[config.mk]
export PLATFORM = sky130hd
export DESIGN_NAME = e1_cas_extract
export DESIGN_NICKNAME = d
export VERILOG_FILES = /design/src/rtl/e1cas_pkg.sv /design/src/rtl/e1cas_capture.sv /design/src/rtl/e1cas_chan.sv /design/src/rtl/e1cas_regs.sv /design/src/rtl/e1_cas_extract.sv
export SDC_FILE = /design/constraint.sdc
export NUM_CORES = 1
export LEC_CHECK = 0
export BUFFER_PORTS_ARGS = -buffer_cell sky130_fd_sc_hd__buf_2
export CAP_MARGIN = 20
export CORE_UTILIZATION = 32
export CTS_CLUSTER_SIZE = 10
export DETAILED_ROUTE_END_ITERATION = 8
export PLACE_DENSITY = 0.52
export SLEW_MARGIN = 5
export SYNTH_ARGS = -nofsm -noshare
export SYNTH_HDL_FRONTEND = slang
export SYNTH_SLANG_ARGS = --single-unit
[constraint.sdc]
create_clock -name clk -period 7 [get_ports clk]
set_input_delay 1.4 -clock clk [delete_from_list [all_inputs] [get_ports clk]]
set_output_delay 1.4 -clock clk [all_outputs]
set_load 0.05 [all_outputs]
[src/rtl/e1cas_pkg.sv]
package e1cas_pkg;
  localparam int NIB_W = 4;

  localparam logic [1:0] MODE_OFF = 2'b00;
  localparam logic [1:0] MODE_16  = 2'b01;
  localparam logic [1:0] MODE_4   = 2'b10;
  localparam logic [1:0] MODE_2   = 2'b11;

  // Keep the signaling bits the mode allows; A is bit 3.
  function automatic logic [NIB_W-1:0] mask_nibble(input logic [1:0] mode,
                                                  input logic [NIB_W-1:0] raw);
    logic [NIB_W-1:0] r;
    case (mode)
      MODE_16: r = raw;
      MODE_4:  r = {raw[3:2], 2'b00};
      MODE_2:  r = {raw[3], 3'b000};
      default: r = '0;
    endcase
    return r;
  endfunction
endpackage

[src/rtl/e1cas_capture.sv]
module e1cas_capture
  import e1cas_pkg::*;
#(
  parameter int NUM_CH = 30,
  localparam int HALF  = NUM_CH / 2,
  localparam int FRM_W = $clog2(HALF + 1)
) (
  input  logic                        clk,
  input  logic                        rst_n,
  input  logic                        take,
  input  logic [FRM_W-1:0]            frame,
  input  logic [2*NIB_W-1:0]          octet,
  output logic [NUM_CH-1:0][NIB_W-1:0] raw,
  output logic                        commit
);
  logic [NUM_CH-1:0][NIB_W-1:0] pend_q;
  logic                         last_frame;

  assign last_frame = (frame == FRM_W'(HALF));
  assign commit     = take && last_frame;

  for (genvar f = 1; f <= HALF; f++) begin : g_pair
    localparam int LO = f - 1;
    localparam int HI = f - 1 + HALF;
    logic hit;
    assign hit = take && (frame == FRM_W'(f));

    always_ff @(posedge clk) begin
      if (!rst_n) begin
        pend_q[LO] <= '0;
        pend_q[HI] <= '0;
      end else if (hit) begin
        pend_q[LO] <= octet[2*NIB_W-1:NIB_W];
        pend_q[HI] <= octet[NIB_W-1:0];
      end
    end

    // The last pair arrives in the commit cycle itself, so bypass the buffer.
    if (f == HALF) begin : g_bypass
      assign raw[LO] = commit ? octet[2*NIB_W-1:NIB_W] : pend_q[LO];
      assign raw[HI] = commit ? octet[NIB_W-1:0]       : pend_q[HI];
    end else begin : g_direct
      assign raw[LO] = pend_q[LO];
      assign raw[HI] = pend_q[HI];
    end
  end

  p_frame0_ignored_r2: assert property (@(posedge clk) disable iff (!rst_n)
    (take && frame == '0) |=> $stable(pend_q));
endmodule

[src/rtl/e1cas_chan.sv]
module e1cas_chan
  import e1cas_pkg::*;
(
  input  logic             clk,
  input  logic             rst_n,
  input  logic             commit,
  input  logic [1:0]       mode,
  input  logic [NIB_W-1:0] raw,
  output logic [NIB_W-1:0] sig,
  output logic             changed
);
  logic [NIB_W-1:0] sig_q;
  logic [NIB_W-1:0] next_v;
  logic             active;

  assign active  = (mode != MODE_OFF);
  assign next_v  = mask_nibble(mode, raw);
  assign changed = commit && active && (next_v != sig_q);
  assign sig     = sig_q;

  always_ff @(posedge clk) begin
    if (!rst_n)                sig_q <= '0;
    else if (commit && active) sig_q <= next_v;
  end

  p_frozen_r7: assert property (@(posedge clk) disable iff (!rst_n)
    !(commit && active) |=> $stable(sig_q));
  p_four_code_r5: assert property (@(posedge clk) disable iff (!rst_n)
    (commit && mode == MODE_4) |=> (sig_q[1:0] == 2'b00));
  p_two_code_r6: assert property (@(posedge clk) disable iff (!rst_n)
    (commit && mode == MODE_2) |=> (sig_q[2:0] == 3'b000));
endmodule

[src/rtl/e1cas_regs.sv]
module e1cas_regs
  import e1cas_pkg::*;
#(
  parameter int NUM_CH = 30,
  parameter int ADDR_W = 6,
  parameter logic [ADDR_W-1:0] CTRL_ADDR = 6'h20,
  parameter logic [ADDR_W-1:0] STAT_ADDR = 6'h21
) (
  input  logic                         clk,
  input  logic                         rst_n,
  input  logic                         wr_en,
  input  logic [ADDR_W-1:0]            wr_addr,
  input  logic [7:0]                   wr_data,
  input  logic [ADDR_W-1:0]            rd_addr,
  output logic [7:0]                   rd_data,
  input  logic [NUM_CH-1:0][NIB_W-1:0] sig,
  input  logic                         any_change,
  output logic [NUM_CH-1:0][1:0]       mode,
  output logic                         irq
);
  logic [NUM_CH-1:0][1:0] mode_q;
  logic en_sig_q, en_blk_q, flag_q;
  logic clr;

  assign clr  = wr_en && (wr_addr == STAT_ADDR) && wr_data[0];
  assign mode = mode_q;
  assign irq  = flag_q && en_sig_q && en_blk_q;

  for (genvar c = 0; c < NUM_CH; c++) begin : g_mode
    always_ff @(posedge clk) begin
      if (!rst_n) mode_q[c] <= MODE_OFF;
      else if (wr_en && wr_addr == ADDR_W'(c)) mode_q[c] <= wr_data[1:0];
    end
  end

  always_ff @(posedge clk) begin
    if (!rst_n) begin
      en_sig_q <= 1'b0;
      en_blk_q <= 1'b0;
    end else if (wr_en && wr_addr == CTRL_ADDR) begin
      en_sig_q <= wr_data[0];
      en_blk_q <= wr_data[1];
    end
  end

  always_ff @(posedge clk) begin
    if (!rst_n)          flag_q <= 1'b0;
    else if (any_change) flag_q <= 1'b1;
    else if (clr)        flag_q <= 1'b0;
  end

  always_comb begin
    rd_data = '0;
    for (int i = 0; i < NUM_CH; i++) begin
      if (rd_addr == ADDR_W'(i)) rd_data = {mode_q[i], 2'b00, sig[i]};
    end
    if (rd_addr == CTRL_ADDR) rd_data = {6'b0, en_blk_q, en_sig_q};
    if (rd_addr == STAT_ADDR) rd_data = {7'b0, flag_q};
  end

  p_flag_set_r9: assert property (@(posedge clk) disable iff (!rst_n)
    any_change |=> flag_q);
  p_clear_r10: assert property (@(posedge clk) disable iff (!rst_n)
    (clr && !any_change) |=> !flag_q);
  p_sticky_r10: assert property (@(posedge clk) disable iff (!rst_n)
    (flag_q && !clr) |=> flag_q);
  p_irq_gate_r11: assert property (@(posedge clk) disable iff (!rst_n)
    (!en_blk_q || !en_sig_q) |-> !irq);
endmodule

[src/rtl/e1_cas_extract.sv]
module e1_cas_extract
  import e1cas_pkg::*;
#(
  parameter int NUM_CH = 30,
  parameter int ADDR_W = 6,
  localparam int HALF  = NUM_CH / 2,
  localparam int FRM_W = $clog2(HALF + 1)
) (
  input  logic              clk,
  input  logic              rst_n,
  input  logic              in_valid,
  output logic              in_ready,
  input  logic [FRM_W-1:0]  in_frame,
  input  logic [7:0]        in_octet,
  input  logic              wr_en,
  input  logic [ADDR_W-1:0] wr_addr,
  input  logic [7:0]        wr_data,
  input  logic [ADDR_W-1:0] rd_addr,
  output logic [7:0]        rd_data,
  output logic              irq
);
  logic                         take;
  logic                         commit;
  logic [NUM_CH-1:0][NIB_W-1:0] raw;
  logic [NUM_CH-1:0][NIB_W-1:0] sig;
  logic [NUM_CH-1:0][1:0]       mode;
  logic [NUM_CH-1:0]            chg;
  logic                         any_change;

  assign in_ready   = rst_n;
  assign take       = in_valid && in_ready;
  assign any_change = |chg;

  e1cas_capture #(.NUM_CH(NUM_CH)) u_cap (
    .clk(clk), .rst_n(rst_n), .take(take), .frame(in_frame),
    .octet(in_octet), .raw(raw), .commit(commit)
  );

  for (genvar c = 0; c < NUM_CH; c++) begin : g_ch
    e1cas_chan u_ch (
      .clk(clk), .rst_n(rst_n), .commit(commit), .mode(mode[c]),
      .raw(raw[c]), .sig(sig[c]), .changed(chg[c])
    );
  end

  e1cas_regs #(.NUM_CH(NUM_CH), .ADDR_W(ADDR_W)) u_regs (
    .clk(clk), .rst_n(rst_n), .wr_en(wr_en), .wr_addr(wr_addr),
    .wr_data(wr_data), .rd_addr(rd_addr), .rd_data(rd_data), .sig(sig),
    .any_change(any_change), .mode(mode), .irq(irq)
  );

  p_ready_r1: assert property (@(posedge clk) disable iff (!rst_n) in_ready);
  p_commit_only_r8: assert property (@(posedge clk) disable iff (!rst_n)
    !commit |=> $stable(sig));
endmodule

==> summary.txt <==
Run status
  • Status: finished, final reports clean

Final layout
  • Share of layout cells above drive strength 1: 0.0731
  • Most frequent cells in the layout: 303 x dfxtp_1, 255 x nor2b_1, 253 x nand2_1
  • Register area: slightly above 6000 um2
  • Most common cell after layout, fill and taps aside: dfxtp_1
  • Fill count: around 5,800
  • Area growth, synth to finish: 9.56%
  • Finished Cell Area: between 20,000 and 25,000 um2
  • Multi-input combinational cell area: 11,500 um2
  • Nets@finish: ~2,300

Routing
  • Detail Route Antenna Nets: 0
  • Vias: roughly 17,000
  • DR WL/cell: ~21 um
  • Via/cell ratio: 5.59
  • 1st-iter DRT viols: between 1,500 and 2,000
  • Routed WL: ~63 mm
  • Drt pass-1 iters: 7
  • Remaining DRCs: 0

Power and ir drop
  • Peak VDD IR: about 150 uV
  • Pwr per Cell Area: ~190 nW/um2
  • Leak: slightly above 0.007 uW
  • Pwr Total: roughly 3800 uW

Clock tree
  • Clock transition at the registers of the reported paths: 0.06 ns
  • Clk sink count: 303
  • Setup bufs post-CTS: 0
  • Hold buffers post-CTS: 0
  • CTS tree: built
  • H-tree levels: 2
  • Post-CTS sizing: 0
  • CTS root buffer: clkbuf_16
  • Clock Latency Late Sink: between 0.5 and 0.6 ns
  • Max Root-Sink Buffers: 3
  • CTS buffer count: 38

STA
  • Setup ws final: between 1 and 1.5 ns
  • Final setup fails: 0
  • Rel. slew slack: 0.220
  • Unrepaired setup endpoints after global routing: false
  • Max Slew Vio Count: 0
  • Worst Tran Pin Value: roughly 1.2 ns
  • Post-Route Setup TNS: 0 ns
  • Endpoints failing hold: 0
  • Period utilisation layout: 0.828
  • Final worst path period need: slightly below 6 ns
  • Setup Skew: between 0.03 and 0.04 ns
  • Final hold slack: between 0.4 and 0.5 ns
  • Max Fclk: ~0.17 GHz

Critical path
  • Critical Path Sink Type: primary output
  • Worst setup path start: rd_addr[2]
  • Setup crit start kind: input port
  • Worst reg2reg path startpoint: u_regs.mode[44]
  • Worst Path Required: between 5 and 6 ns
  • Critical path class: in -> out
  • Worst Path Arrival: between 4 and 5 ns
  • Crit path max fanout: 14

Place
  • Post-DP Area: about 19,000 um2
  • Buffers on Ports: 37
  • RePlAce Congestion: 0.979
  • Worst slack at placement: about 1.4 ns
  • Hpwl dp: between 40 and 50 mm

Global route
  • Initial antenna violation count: 1
  • Number of global-route vias before repair: roughly 16,000
  • Global-route wire length before repair: between 90 and 100 mm
  • Grt ovf: 0
  • Global-route usage over all layers: 0.210
  • Largest net degree at the start of global routing: approximately 130

Yosys
  • Ys Warns: 0
  • Register area share after synthesis: 0.329
  • Syn avg cell area: about 7.9 um2
  • Synthesized cell area: around 18,000 um2
  • Main synth FF type: dfxtp_1
  • EDFF count, synth: 0
  • Asr flop ratio synth: 0
  • Synth Instances: about 2,300
  • Yosys reg bits: about 300
  • Yosys cell types: 84

Die
  • Core footprint: between 50,000 and 60,000 um2
  • Die boundary height: around 240 um
  • Die W: between 200 and 250 um
  • Die footprint: roughly 60,000 um2
  • FP Rows: 87
  • Top Ports: 46
  • Starting density of the core: 0.326

Min path
  • Hold Path Class: reg -> reg
  • HP Start: u_cap.raw[82]

Flow run
  • Maxcap violations: 0
-- synthesized netlist by cell type, drive strengths merged (11+ instances only) --
master	instances	area (um2)
a21boi	68	510
a21oi	103	519
a221oi	13	114
a22oi	33	248
a31oi	80	500
a32oi	11	96.3
and2	91	569
buf	47	263
clkbuf	133	500
dfxtp	303	6070
inv	44	165
mux2	12	135
mux2i	144	1450
nand2	253	950
nand2b	23	144
nand3	45	230
nand3b	21	158
nor2	145	547
nor2b	255	1600
nor3	18	90.1
o211ai	13	97.6
o21ai	201	1010
o221ai	11	96.3
o22ai	35	219
o32ai	23	201
or2	12	75.1
xnor2	16	140
xor2	44	385
-- stage by stage --
step / cells / utilization
global placement: 2979 / 0.336
CTS: 3038 / 0.356
detailed placement: 2981 / 0.337
global route: 3041 / 0.357
floorplan: 2341 / -
finish: 3041 / 0.357
-- cell families after synthesis --
logic type	Yosys count	synth area share
compound gates	665	0.231
other cells	1	0.000203
buf+inv	225	0.0505
mux	165	0.0971
simple gates	921	0.264
flops	303	0.329
xor+xnor	60	0.0285
-- path summary, 6_finish.rpt --
| path | endpoint | slack (ns) | depth (start not counted) |
|---|---|---|---|
| min | u_cap.raw[82] | 0.50 | 2 |
| min reg2reg | u_cap.raw[82] | 0.50 | 2 |
| max reg2reg | u_regs.flag_q | 3.70 | 6 |
| max | rd_data[2] | 1.20 | 9 |
-- final cells by class --
class                      instances  area share
clock buffer                      51      0.0519
clock inverter                     6     0.00241
multi-input combinational       1813       0.568
inverter                          45     0.00835
timing repair buffer              66      0.0223
antenna                            1    0.000124
tap                              756      0.0468
sequential                       303       0.300
-- critical path: stages --
cell	delay, ns
buf_2	0.27
nor4b_2	0.77
a32oi_1	0.09
o2bb2ai_1	0.21
o21ai_0	0.16
a221oi_1	0.53
o21bai_1	0.21
a31oi_1	0.40
buf_2	0.34
-- where the power goes --
group	leakage (uW)	internal (uW)	switching, uW
logic	0.00424	76.5	185
registers	0.00244	1730	14.4
clock network	0.000541	1040	781
-- flip-flops by register name, indices dropped and copies added (netlist names) --
signal / cells
u_regs.flag_q: 1
u_regs.en_sig_q: 1
u_regs.mode: 60
g_ch.u_ch.sig: 120
u_cap.raw: 112
u_regs.en_blk_q: 1
u_cap.pend_q: 8
-- layer usage --
layer	track usage	wire [um]	up-vias
li1	-	-	8157
met1	0.284	29000	8199
met5	0	0	-
met2	0.340	28800	535
met3	0.0372	3990	100
met4	0.0631	1550	0
No activity file was read; power rests on OpenSTA's default activity.
